<file path="src/rtl/dma_seq_pkg.sv">
package dma_seq_pkg;

  localparam int REG_IDX_W = 4;

  localparam logic [REG_IDX_W-1:0] RI_SRC    = 4'd0;
  localparam logic [REG_IDX_W-1:0] RI_DST    = 4'd1;
  localparam logic [REG_IDX_W-1:0] RI_TOTAL  = 4'd2;
  localparam logic [REG_IDX_W-1:0] RI_AREA   = 4'd3;
  localparam logic [REG_IDX_W-1:0] RI_CFG    = 4'd4;
  localparam logic [REG_IDX_W-1:0] RI_OFS    = 4'd5;
  localparam logic [REG_IDX_W-1:0] RI_CTRL   = 4'd6;
  localparam logic [REG_IDX_W-1:0] RI_STATUS = 4'd7;
  localparam logic [REG_IDX_W-1:0] RI_IRQEN  = 4'd8;

  localparam int CFG_W = 12;

  typedef enum logic [1:0] {XM_NORMAL = 2'b00, XM_REPEAT = 2'b01, XM_BLOCK = 2'b10, XM_BAD = 2'b11} xferMode_e;
  typedef enum logic [1:0] {AS_DST = 2'b00, AS_SRC = 2'b01, AS_NONE = 2'b10, AS_BAD = 2'b11} areaSel_e;
  typedef enum logic [1:0] {AU_FIXED = 2'b00, AU_OFFSET = 2'b01, AU_INC = 2'b10, AU_DEC = 2'b11} addrUpd_e;
  typedef enum logic [1:0] {S_IDLE = 2'b00, S_RD = 2'b01, S_WR = 2'b10} seqState_e;

  // strobes from control to datapath
  typedef struct packed {
    logic capture;
    logic step;
    logic setEnd;
    logic setEsc;
    logic clrEnable;
    logic clrSw;
  } ctrlStrobe_t;

  // channel state seen by control
  typedef struct packed {
    logic enable;
    logic swStart;
    logic keepStart;
    logic usePeriph;
    logic cfgBad;
    logic isBlock;
    logic totLast;
    logic areaLast;
  } chanStat_t;

endpackage

</file>
<file path="src/rtl/dma_seq_addr.sv">
module dma_seq_addr
  import dma_seq_pkg::*;
#(
  parameter int ADDR_W = 32
) (
  input  logic [ADDR_W-1:0] curAddr,
  input  logic [ADDR_W-1:0] startAddr,
  input  logic [ADDR_W-1:0] offset,
  input  addrUpd_e          upd,
  input  logic [2:0]        stepBytes,
  input  logic              reload,
  output logic [ADDR_W-1:0] nxtAddr
);

  logic [ADDR_W-1:0] stepExt;
  assign stepExt = ADDR_W'(stepBytes);

  always_comb begin
    if (reload) begin
      nxtAddr = startAddr;
    end else begin
      unique case (upd)
        AU_FIXED:  nxtAddr = curAddr;
        AU_OFFSET: nxtAddr = curAddr + offset;
        AU_INC:    nxtAddr = curAddr + stepExt;
        default:   nxtAddr = curAddr - stepExt;
      endcase
    end
  end

endmodule

</file>
<file path="src/rtl/dma_seq_dpath.sv">
module dma_seq_dpath
  import dma_seq_pkg::*;
#(
  parameter int ADDR_W = 32,
  parameter int DATA_W = 32,
  parameter int TOT_W  = 26,
  parameter int AREA_W = 16
) (
  input  logic                 clk,
  input  logic                 rstN,
  input  logic                 regWe,
  input  logic [REG_IDX_W-1:0] regIdx,
  input  logic [ADDR_W-1:0]    regWdata,
  output logic [ADDR_W-1:0]    regRdata,
  input  ctrlStrobe_t          strb,
  input  logic                 busy,
  input  logic [DATA_W-1:0]    memRdata,
  output chanStat_t            stat,
  output logic [ADDR_W-1:0]    srcAddr,
  output logic [ADDR_W-1:0]    dstAddr,
  output logic [DATA_W-1:0]    dataBuf,
  output logic [1:0]           sizeCode,
  output logic                 irq
);

  localparam int NSIDE = 2; // 0 = source, 1 = destination

  logic [ADDR_W-1:0] srcStart, dstStart, offset;
  logic [TOT_W-1:0]  totCount, remTot;
  logic [AREA_W-1:0] areaCount, remArea;
  logic [CFG_W-1:0]  cfgWord;
  logic enable, swStart, keepStart, endFlag, escFlag, endIe, escIe;

  xferMode_e mode;
  areaSel_e  areaSel;
  logic [1:0] reqSrc;
  logic [2:0] stepBytes;
  logic load, areaWrap;

  assign mode     = xferMode_e'(cfgWord[1:0]);
  assign areaSel  = areaSel_e'(cfgWord[3:2]);
  assign sizeCode = cfgWord[5:4];
  assign reqSrc   = cfgWord[7:6];
  assign stepBytes = (sizeCode == 2'b00) ? 3'd1 : (sizeCode == 2'b01) ? 3'd2 : 3'd4;

  assign load     = regWe && (regIdx == RI_CTRL) && regWdata[0] && !enable;
  assign areaWrap = strb.step && (mode != XM_NORMAL) && stat.areaLast;

  assign stat.enable    = enable;
  assign stat.swStart   = swStart;
  assign stat.keepStart = keepStart;
  assign stat.usePeriph = (reqSrc == 2'b01);
  assign stat.cfgBad    = (mode == XM_BAD) || (areaSel == AS_BAD) || (sizeCode == 2'b11) || reqSrc[1];
  assign stat.isBlock   = (mode == XM_BLOCK);
  assign stat.totLast   = (remTot == TOT_W'(1));
  assign stat.areaLast  = (remArea == AREA_W'(1));

  // per-side address update
  logic [ADDR_W-1:0] curAddr [NSIDE];
  logic [ADDR_W-1:0] startAddr [NSIDE];
  logic [ADDR_W-1:0] nxtAddr [NSIDE];
  addrUpd_e          updSel [NSIDE];
  logic [NSIDE-1:0]  reloadSide;

  assign startAddr[0] = srcStart;
  assign startAddr[1] = dstStart;
  assign updSel[0]    = addrUpd_e'(cfgWord[9:8]);
  assign updSel[1]    = addrUpd_e'(cfgWord[11:10]);
  assign reloadSide[0] = areaWrap && (areaSel == AS_SRC);
  assign reloadSide[1] = areaWrap && (areaSel == AS_DST);

  for (genvar s = 0; s < NSIDE; s++) begin : g_side
    dma_seq_addr #(.ADDR_W(ADDR_W)) u_addr (
      .curAddr  (curAddr[s]),
      .startAddr(startAddr[s]),
      .offset   (offset),
      .upd      (updSel[s]),
      .stepBytes(stepBytes),
      .reload   (reloadSide[s]),
      .nxtAddr  (nxtAddr[s])
    );
    always_ff @(posedge clk or negedge rstN) begin
      if (!rstN)           curAddr[s] <= '0;
      else if (load)       curAddr[s] <= startAddr[s];
      else if (strb.step)  curAddr[s] <= nxtAddr[s];
    end
  end

  assign srcAddr = curAddr[0];
  assign dstAddr = curAddr[1];

  // configuration and flags; hardware strobes take priority over software
  always_ff @(posedge clk or negedge rstN) begin
    if (!rstN) begin
      srcStart <= '0; dstStart <= '0; offset <= '0;
      totCount <= '0; areaCount <= '0; cfgWord <= '0;
      enable <= 1'b0; swStart <= 1'b0; keepStart <= 1'b0;
      endFlag <= 1'b0; escFlag <= 1'b0; endIe <= 1'b0; escIe <= 1'b0;
    end else begin
      if (regWe) begin
        unique case (regIdx)
          RI_SRC:   srcStart  <= regWdata;
          RI_DST:   dstStart  <= regWdata;
          RI_TOTAL: totCount  <= regWdata[TOT_W-1:0];
          RI_AREA:  areaCount <= regWdata[AREA_W-1:0];
          RI_CFG:   cfgWord   <= regWdata[CFG_W-1:0];
          RI_OFS:   offset    <= regWdata;
          RI_CTRL: begin
            enable    <= regWdata[0];
            swStart   <= regWdata[1];
            keepStart <= regWdata[2];
          end
          RI_STATUS: begin
            if (!regWdata[1]) endFlag <= 1'b0;
            if (!regWdata[2]) escFlag <= 1'b0;
          end
          RI_IRQEN: begin
            endIe <= regWdata[0];
            escIe <= regWdata[1];
          end
          default: ;
        endcase
      end
      if (strb.clrSw)     swStart <= 1'b0;
      if (strb.clrEnable) enable  <= 1'b0;
      if (strb.setEnd)    endFlag <= 1'b1;
      if (strb.setEsc)    escFlag <= 1'b1;
    end
  end

  // working counts and data holding register
  always_ff @(posedge clk or negedge rstN) begin
    if (!rstN) begin
      remTot  <= '0;
      remArea <= '0;
      dataBuf <= '0;
    end else begin
      if (strb.capture) dataBuf <= memRdata;
      if (load) begin
        remTot  <= totCount;
        remArea <= areaCount;
      end else if (strb.step) begin
        remTot <= remTot - TOT_W'(1);
        if (mode != XM_NORMAL) remArea <= stat.areaLast ? areaCount : remArea - AREA_W'(1);
      end
    end
  end

  always_comb begin
    regRdata = '0;
    unique case (regIdx)
      RI_SRC:    regRdata = srcStart;
      RI_DST:    regRdata = dstStart;
      RI_TOTAL:  regRdata[TOT_W-1:0] = totCount;
      RI_AREA:   regRdata[AREA_W-1:0] = areaCount;
      RI_CFG:    regRdata[CFG_W-1:0] = cfgWord;
      RI_OFS:    regRdata = offset;
      RI_CTRL:   regRdata[2:0] = {keepStart, swStart, enable};
      RI_STATUS: regRdata[2:0] = {escFlag, endFlag, busy};
      RI_IRQEN:  regRdata[1:0] = {escIe, endIe};
      default:   regRdata = '0;
    endcase
  end

  assign irq = (endFlag && endIe) || (escFlag && escIe);

  p_end_flag_r7: assert property (@(posedge clk) disable iff (!rstN)
    strb.setEnd |=> (endFlag && !enable));

  p_dst_reload_r8: assert property (@(posedge clk) disable iff (!rstN)
    (strb.step && reloadSide[1]) |=> (curAddr[1] == $past(dstStart)));

  p_src_reload_r9: assert property (@(posedge clk) disable iff (!rstN)
    (strb.step && reloadSide[0]) |=> (curAddr[0] == $past(srcStart)));

endmodule

</file>
<file path="src/rtl/dma_seq_ctrl.sv">
module dma_seq_ctrl
  import dma_seq_pkg::*;
(
  input  logic        clk,
  input  logic        rstN,
  input  chanStat_t   stat,
  input  logic        periphReq,
  input  logic        memAck,
  output logic        memReq,
  output logic        memWe,
  output logic        busy,
  output ctrlStrobe_t strb
);

  seqState_e state, nextState;
  logic pending;

  assign pending = stat.usePeriph ? periphReq : stat.swStart;
  assign busy    = (state != S_IDLE);

  always_comb begin
    nextState = state;
    strb      = '0;
    memReq    = 1'b0;
    memWe     = 1'b0;
    unique case (state)
      S_IDLE: begin
        if (stat.enable && pending) begin
          if (stat.cfgBad) begin
            strb.setEsc    = 1'b1;
            strb.clrEnable = 1'b1;
          end else begin
            nextState  = S_RD;
            strb.clrSw = !stat.usePeriph && !stat.keepStart;
          end
        end
      end
      S_RD: begin
        memReq = 1'b1;
        if (memAck) begin
          strb.capture = 1'b1;
          nextState    = S_WR;
        end
      end
      S_WR: begin
        memReq = 1'b1;
        memWe  = 1'b1;
        if (memAck) begin
          strb.step = 1'b1;
          if (stat.totLast) begin
            strb.setEnd    = 1'b1;
            strb.clrEnable = 1'b1;
            nextState      = S_IDLE;
          end else if (stat.isBlock && !stat.areaLast) begin
            nextState = S_RD;
          end else begin
            nextState = S_IDLE;
          end
        end
      end
      default: nextState = S_IDLE;
    endcase
  end

  always_ff @(posedge clk or negedge rstN) begin
    if (!rstN) state <= S_IDLE;
    else       state <= nextState;
  end

  p_hold_req_r2: assert property (@(posedge clk) disable iff (!rstN)
    (memReq && !memAck) |=> (memReq && $stable(memWe)));

  p_disabled_quiet_r2: assert property (@(posedge clk) disable iff (!rstN)
    (!busy && !stat.enable) |=> !memReq);

  p_abort_quiet_r3: assert property (@(posedge clk) disable iff (!rstN)
    strb.setEsc |=> !memReq);

  p_block_chain_r9: assert property (@(posedge clk) disable iff (!rstN)
    (memReq && memWe && memAck && stat.isBlock && !stat.areaLast && !stat.totLast) |=> (memReq && !memWe));

endmodule

</file>
<file path="src/rtl/dma_chan_seq.sv">
module dma_chan_seq
  import dma_seq_pkg::*;
#(
  parameter int ADDR_W = 32,
  parameter int DATA_W = 32,
  parameter int TOT_W  = 26,
  parameter int AREA_W = 16
) (
  input  logic                 clk,
  input  logic                 rstN,
  input  logic                 regWe,
  input  logic [REG_IDX_W-1:0] regIdx,
  input  logic [ADDR_W-1:0]    regWdata,
  output logic [ADDR_W-1:0]    regRdata,
  input  logic                 periphReq,
  output logic                 memReq,
  output logic                 memWe,
  output logic [ADDR_W-1:0]    memAddr,
  output logic [1:0]           memSize,
  output logic [DATA_W-1:0]    memWdata,
  input  logic [DATA_W-1:0]    memRdata,
  input  logic                 memAck,
  output logic                 irq
);

  ctrlStrobe_t strb;
  chanStat_t   stat;
  logic busy;
  logic [ADDR_W-1:0] srcAddr, dstAddr;

  dma_seq_ctrl u_ctrl (
    .clk      (clk),
    .rstN     (rstN),
    .stat     (stat),
    .periphReq(periphReq),
    .memAck   (memAck),
    .memReq   (memReq),
    .memWe    (memWe),
    .busy     (busy),
    .strb     (strb)
  );

  dma_seq_dpath #(
    .ADDR_W(ADDR_W), .DATA_W(DATA_W), .TOT_W(TOT_W), .AREA_W(AREA_W)
  ) u_dpath (
    .clk     (clk),
    .rstN    (rstN),
    .regWe   (regWe),
    .regIdx  (regIdx),
    .regWdata(regWdata),
    .regRdata(regRdata),
    .strb    (strb),
    .busy    (busy),
    .memRdata(memRdata),
    .stat    (stat),
    .srcAddr (srcAddr),
    .dstAddr (dstAddr),
    .dataBuf (memWdata),
    .sizeCode(memSize),
    .irq     (irq)
  );

  assign memAddr = memWe ? dstAddr : srcAddr;

endmodule

</file>
<file path="config.mk">
export PLATFORM = sky130hd
export DESIGN_NAME = dma_chan_seq
export DESIGN_NICKNAME = d
export VERILOG_FILES = /design/src/rtl/dma_seq_pkg.sv /design/src/rtl/dma_seq_addr.sv /design/src/rtl/dma_seq_dpath.sv /design/src/rtl/dma_seq_ctrl.sv /design/src/rtl/dma_chan_seq.sv
export SDC_FILE = /design/constraint.sdc
export NUM_CORES = 1
export LEC_CHECK = 0
export CORE_MARGIN = 1
export CORE_UTILIZATION = 54
export CTS_BUF_LIST = sky130_fd_sc_hd__clkbuf_8
export CTS_CLUSTER_SIZE = 24
export DETAILED_ROUTE_END_ITERATION = 6
export DONT_BUFFER_PORTS = 1
export PLACE_DENSITY_LB_ADDON = 0.3
export SYNTH_ARGS = -nofsm -noshare
export SYNTH_HDL_FRONTEND = slang
export SYNTH_SLANG_ARGS = --single-unit
export TNS_END_PERCENT = 100
</file>
<file path="constraint.sdc">
create_clock -name clk -period 3.8 [get_ports clk]
set_input_delay 0.19 -clock clk [delete_from_list [all_inputs] [get_ports clk]]
set_output_delay 0.19 -clock clk [all_outputs]
set_load 0.05 [all_outputs]
</file>
# == After elaboration in Yosys (flattened, before gate mapping) ==
# Index checks and enable logic that the tools add are counted.
# op_classes
n_bitwise,0
div_mod_pow,0
n_addsub,8
n_mux,59
n_lt_le_gt_ge,0
shift,0
mul,0
reduce_logical,55
n_eq_ne,31
# ops
op,count
32-bit 2-to-1 mux,7
32-bit one-hot mux with 3 select lines,2
32-bit by 3-bit adder with 32-bit output,2
32-bit adder,2
16-bit 2-to-1 mux,4
32-bit by 3-bit subtractor with 32-bit output,2
9-bit one-hot mux with 6 select lines,1
26-bit 2-to-1 mux,2
10-bit one-hot mux with 4 select lines,1
26-bit by 1-bit equality test with 1-bit output (second input constant),1
1-bit 2-to-1 mux,26
2-bit AND reduction,13
26-bit by 1-bit subtractor with 26-bit output (second input constant),1
2-bit nonzero test,12
4-bit one-hot mux with 5 select lines,1
2-bit one-hot mux with 9 select lines,1
6-bit one-hot mux with 3 select lines,1
16-bit by 1-bit equality test with 1-bit output (second input constant),1
4-bit by 3-bit equality test with 1-bit output (second input constant),4
16-bit by 1-bit subtractor with 16-bit output (second input constant),1
2-bit equality test (second input constant),7
2-bit 2-to-1 mux,7
2-bit by 1-bit equality test with 1-bit output (second input constant),6
1-bit logical AND,12
17 further kinds,36
# totals
latchBits,0
mem_count,0
ff_bits,297
ramBits,0
elab_cells,172
inputBits,73
romBits,0
out_inout_bits,101

# == Longest topological paths before layout ==
# depth
depth_word,10
ltp_mapped,17
depth_no_buf,16

# == Cells and area by module ==
# Synthesis repeated with hierarchy kept, for this count alone.
# unflattened
cells_unflattened,2055
hier_area_um2,20103.0
# by_module_without_submodules
mod,area_each_um2,instances,cells_per_inst,seq_area_each_um2
dma_seq_dpath,13810.7,1,1134,7382.1
dma_seq_addr at u_dpath.g_side[0].u_addr,2810.2,1,442,0.0
dma_seq_addr at u_dpath.g_side[1].u_addr,2676.3,1,414,0.0
dma_chan_seq,544.3,1,36,0.0
dma_seq_ctrl,261.5,1,29,50.0

# == Least setup slack after synthesis ==
# OpenSTA, ideal clock, no wires.
# synth_timing
path_type,reg-to-reg
startpoint,register u_dpath.cfgWord[8]
endpoint,register u_dpath.curAddr (netlist bit u_dpath.srcAddr[28])
n_path_buf,2
stages_incl_launch_ff,18
arrival_time_ns,3.561
required_ns,3.674
setup_time_ns,0.126
slack_ns,0.113
period_less_slack_ns,3.687
path_cell_list,dfrtp_1 -> inv_1 -> ha_1 -> clkbuf_1 -> clkbuf_1 -> a32o_1 -> ha_1 -> inv_1 -> fa_1 -> nor2b_1 -> o2111ai_1 -> a31oi_1 -> a2111o_1 -> o211ai_1 -> a211oi_1 -> nor2b_1 -> mux2i_1 -> a221o_1
# synth_between
elab_chain_cells,5
elab_cells_between_ends,9
classes_between,3 x eq/ne; 4 x mux; 2 x reduce/logical
# synth_rtl
element,line_no,source
start: declaration,dma_seq_dpath.sv:31,logic [CFG_W-1:0] cfgWord;
start signal: assignment,dma_seq_dpath.sv:106,RI_CFG: cfgWord <= regWdata[CFG_W-1:0];
"2-bit equality test, or another cell as far along",dma_seq_addr.sv:22,unique case (upd)
32-bit one-hot mux with 3 select lines,dma_seq_addr.sv:22,
32-bit 2-to-1 mux,dma_seq_addr.sv:19,if (reload) begin
32-bit 2-to-1 mux,dma_seq_dpath.sv:85,else if (strb.step) curAddr[s] <= nxtAddr[s];
32-bit 2-to-1 mux,dma_seq_dpath.sv:84,else if (load) curAddr[s] <= startAddr[s];
end signal: indexed assignment,dma_seq_dpath.sv:84,
end signal: indexed assignment,dma_seq_dpath.sv:85,
end: declaration,dma_seq_dpath.sv:59,logic [ADDR_W-1:0] curAddr [NSIDE];
# Parallel ways exist; a longest one is shown, timed or not. The select of a mux whose other input is x is not followed.
# A chain may end at the register's enable or synchronous reset.

# == Final worst setup path ==
# layout_timing
startpoint,register u_dpath.cfgWord[8]
endpoint,register u_dpath.curAddr (netlist bit u_dpath.srcAddr[30])
# Same word-level chain as after synthesis.

==> run_results.csv <==
group,metric,value,unit
clock_tree,cts_tree,"yes",
sta,final.period_utilization,0.955,
critical_path,crit_type,"flip-flop to flip-flop",
finish,final_nets,2052,
floorplanning,num_io_pins,174,
sta,finalClockSkew,0.0450,ns
place,place.port_buffers,0,
clock_tree,cts-hold-fix-buffers,69,
global_routing,global_route.overflow_total,0,
yosys,yosys.area_share.adder,0.0569,
yosys,synth_seq_area_share,0.422,
yosys,postSynthCellCount,1826,
clock_tree,cts_inserted_buffers,50,
drt,initialDrtViolationCount,1174,
clock_tree,max_root_sink_buffers,3,
finish,nFillCells,2578,
floorplanning,chipHeight,183,um
yosys,synth-edff-count,0,
yosys,synthFlopType,"dfrtp_1",
place,globalplace.congestion,0.939,
sta,worst_slew_pin_slew,1.22,ns
yosys,synth_compound_gate_area_share,0.171,
critical_path,end_kind,"flip-flop",
clock_tree,clk_latency,0.60,ns
power,report.power.total,0.0194,W
floorplanning,die-area,33400,um^2
yosys,multiplexer_area_fraction_after_synthesis,0.148,
sta,achievable-frequency,0.275,GHz
finish,final_util,0.638,
drt,route.detailed.drc,0,
global_routing,vias_in_the_first_global_route,14472,
drt,routed_wirelength,52.4,mm
power,powerDensity,957,nW/um^2
drt,route.antenna.remaining_nets,0,
sta,rsz_0062_raised_after_global_routing,"true",
yosys,synth_top_family_by_area,"compound AO/OA/AOI/OAI gates",
yosys,synth_xor_area_frac,0.0373,
critical_path,crit_path_start,"u_dpath.cfgWord[8]$_DFFE_PN0P_",
yosys,synth_cell_types,66,
global_routing,wire_length_of_the_first_global_routing_pass,82.9,mm
drt,drt-pass1-iter-count,6,
critical_path,critical_path.startpoint_type,"flip-flop",
sta,timing.max_slew.rel_slack,0.178,
global_routing,grt_start_max_net_pins,298,
yosys,postSynthAreaPerCell,9.65,um^2
drt,vias_per_cell,6.20,
yosys,synthesis.nets,1978,
finish,layout-drive-gt1-share,0.205,
drt,detailroute.via_count,14723,
yosys,yosys_warnings,0,
clock_tree,clk_transition_reported_paths,0.06,ns
floorplanning,floorplan.initialDensity,0.554,
finish,most-common-layout-cells,"dfrtp_1, nand2_1, mux2_2",
finish,area_growth,15.0,%
critical_path,critical_path.max_fanout,6,
sta,timing.final.max_slew_violations,0,
power,max-vdd-ir-drop,0.575,mV
sta,finalSetupViolations,0,
sta,totalNegativeSetupSlack,0,ns
drt,wl_per_cell,22.1,um
critical_path,worst_ep_required,4.25,ns
hold_path,hold_class,"primary input to asynchronous set/reset pin",
run,max_cap_viol_count,0,
finish,post_layout_nonfiller_instances,2376,
place,placed_cells,2210,
global_routing,grt_antenna_before_repair,2,
yosys,postSynthRegisterBits,297,
outcome,failed_checks,"hold timing",
floorplanning,die_outline_width,183,um
global_routing,overall_global_routing_resource_usage,0.317,
sta,final.hold.worst_slack,-0.705,ns
clock_tree,cts.sink_count,297,
critical_path,crit_arrival,4.08,ns
yosys,synth-simple-area-share,0.134,
sta,report.final.hold_viol_count,297,
power,p_leak,9.11,nW
floorplanning,placementRows,65,
outcome,status,"finished with violations",
place,dp_hpwl,37.4,mm
floorplanning,core_box_area,31800,um^2
finish,mostFrequentLayoutCell,"dfrtp_1",
sta,post-route-min-period,3.63,ns
yosys,netlist_area,17600,um^2
critical_path,r2r-start,"u_dpath.cfgWord[8]$_DFFE_PN0P_",
clock_tree,h_tree_levels,2,
clock_tree,clock-root-buffer,"clkbuf_8",
yosys,postSynth.asyncResetShare,1.00,
[state kept, by name, indices dropped and copies added, names as in the netlist, 2 cells and up]
signal             flops
u_ctrl.state           2
u_dpath.areaCount     16
u_dpath.cfgWord       12
u_dpath.dataBuf       32
u_dpath.dstAddr       32
u_dpath.dstStart      32
u_dpath.offset        32
u_dpath.remArea       16
u_dpath.remTot        26
u_dpath.srcAddr       32
u_dpath.srcStart      32
u_dpath.totCount      26
[Yosys cell counts, types with 6 or more instances]
library cell | count | area (um^2)
nor2_1 | 82 | 308
o21ai_0 | 112 | 561
o21ai_1 | 36 | 180
a22oi_1 | 82 | 616
and3_1 | 11 | 68.8
clkbuf_1 | 75 | 282
o21bai_1 | 9 | 67.6
nand2b_1 | 12 | 75.1
o21a_1 | 6 | 45.0
mux2i_1 | 10 | 100
mux2_2 | 223 | 2510
a221oi_1 | 7 | 61.3
nand3_1 | 33 | 165
nand4_1 | 10 | 62.6
nor3_1 | 27 | 135
buf_2 | 8 | 40.0
buf_1 | 17 | 63.8
dfrtp_1 | 297 | 7430
nor2b_1 | 13 | 81.3
ha_1 | 77 | 963
a222oi_1 | 7 | 70.1
o22ai_1 | 7 | 43.8
xor2_1 | 25 | 219
a21o_1 | 36 | 270
a31oi_1 | 14 | 87.6
xnor2_1 | 50 | 438
o211ai_1 | 6 | 45.0
a21oi_1 | 112 | 561
a211oi_1 | 14 | 105
nor4_1 | 9 | 56.3
inv_1 | 38 | 143
nand2_1 | 279 | 1050
and2_1 | 8 | 50.1
[metal layers]
layer | vias to the layer above | track usage | routed length (um)
met5 | - | 0 | 0
met4 | 0 | 0.0871 | 1150
met3 | 83 | 0.0696 | 4550
met2 | 567 | 0.479 | 23300
met1 | 7320 | 0.459 | 23400
li1 | 6753 | - | -
[critical path: stages, from the launching register on]
cell and delay (ns):
dfrtp_1 0.40, inv_1 0.09, ha_2 0.39, nand2b_1 0.07, a32o_1 0.22, ha_1 0.22, inv_1 0.08, fa_1 0.23
nor2b_4 0.07, o2111ai_4 0.22, a31oi_4 0.13, a2111o_1 0.49, o211ai_1 0.18, buf_4 0.17, a211oi_1 0.07, o21ai_0 0.22
mux2i_1 0.21, nand2_1 0.06
[final timing paths]
| check | cells after the start | slack [ns] | endpoint |
|---|---|---|---|
| worst min register to register | 2 | 0.49 | u_dpath.remArea[14]$_DFFE_PN0P_ |
| worst max-delay path | 17 | 0.17 | u_dpath.srcAddr[30]$_DFFE_PN0P_ |
| worst min-delay path | 0 | -0.71 | u_dpath.remArea[5]$_DFFE_PN0P_ |
| min in group clk | 3 | 0.02 | u_dpath.escIe$_DFFE_PN0P_ |
| worst max register to register | 17 | 0.17 | u_dpath.srcAddr[30]$_DFFE_PN0P_ |
| max in group asynchronous | 0 | 3.91 | u_dpath.remArea[15]$_DFFE_PN0P_ |
[power breakdown]
group	internal, W	switching, W	leakage (nW)
combinational	0.00402	0.00587	4.79
sequential	0.00424	0.00185	3.66
clock	0.00205	0.00138	0.658
[area by class of cell]
| type | instances | area (um^2) | area share |
|---|---|---|---|
| tap | 435 | 544 | 0.0268 |
| clock buffer | 63 | 867 | 0.0428 |
| multi-input combinational | 1389 | 9790 | 0.483 |
| antenna | 2 | 5.00 | 0.000247 |
| sequential | 297 | 7430 | 0.367 |
| timing repair buffer | 124 | 1140 | 0.0564 |
| clock inverter | 28 | 355 | 0.0175 |
| inverter | 38 | 143 | 0.00703 |
[metrics by stage]
step,setup slack (ns),instance area (um^2)
floorplan,0.113,17600
global placement,0.0866,18200
detailed placement,-0.0858,18200
CTS,0.00467,20100
global route,-0.0343,20300
finish,0.170,20300
[cells by family after synthesis]
family / count (synthesis)
multiplexers: 233
buffers and inverters: 140
XOR/XNOR: 75
AO/OA/AOI/OAI: 482
AND/OR/NAND/NOR: 520
flip-flops: 297
adder cells (fa/ha/maj): 79
[timing repair]
item / in CTS / in global routing
setup endpoints to repair: 4 / 28
endpoints found under the hold margin: 489 / 297
setup buffers: 1 / 2
pin swaps: 1 / 3
gates resized for setup: 3 / 21
No activity file was read; power rests on OpenSTA's default activity.
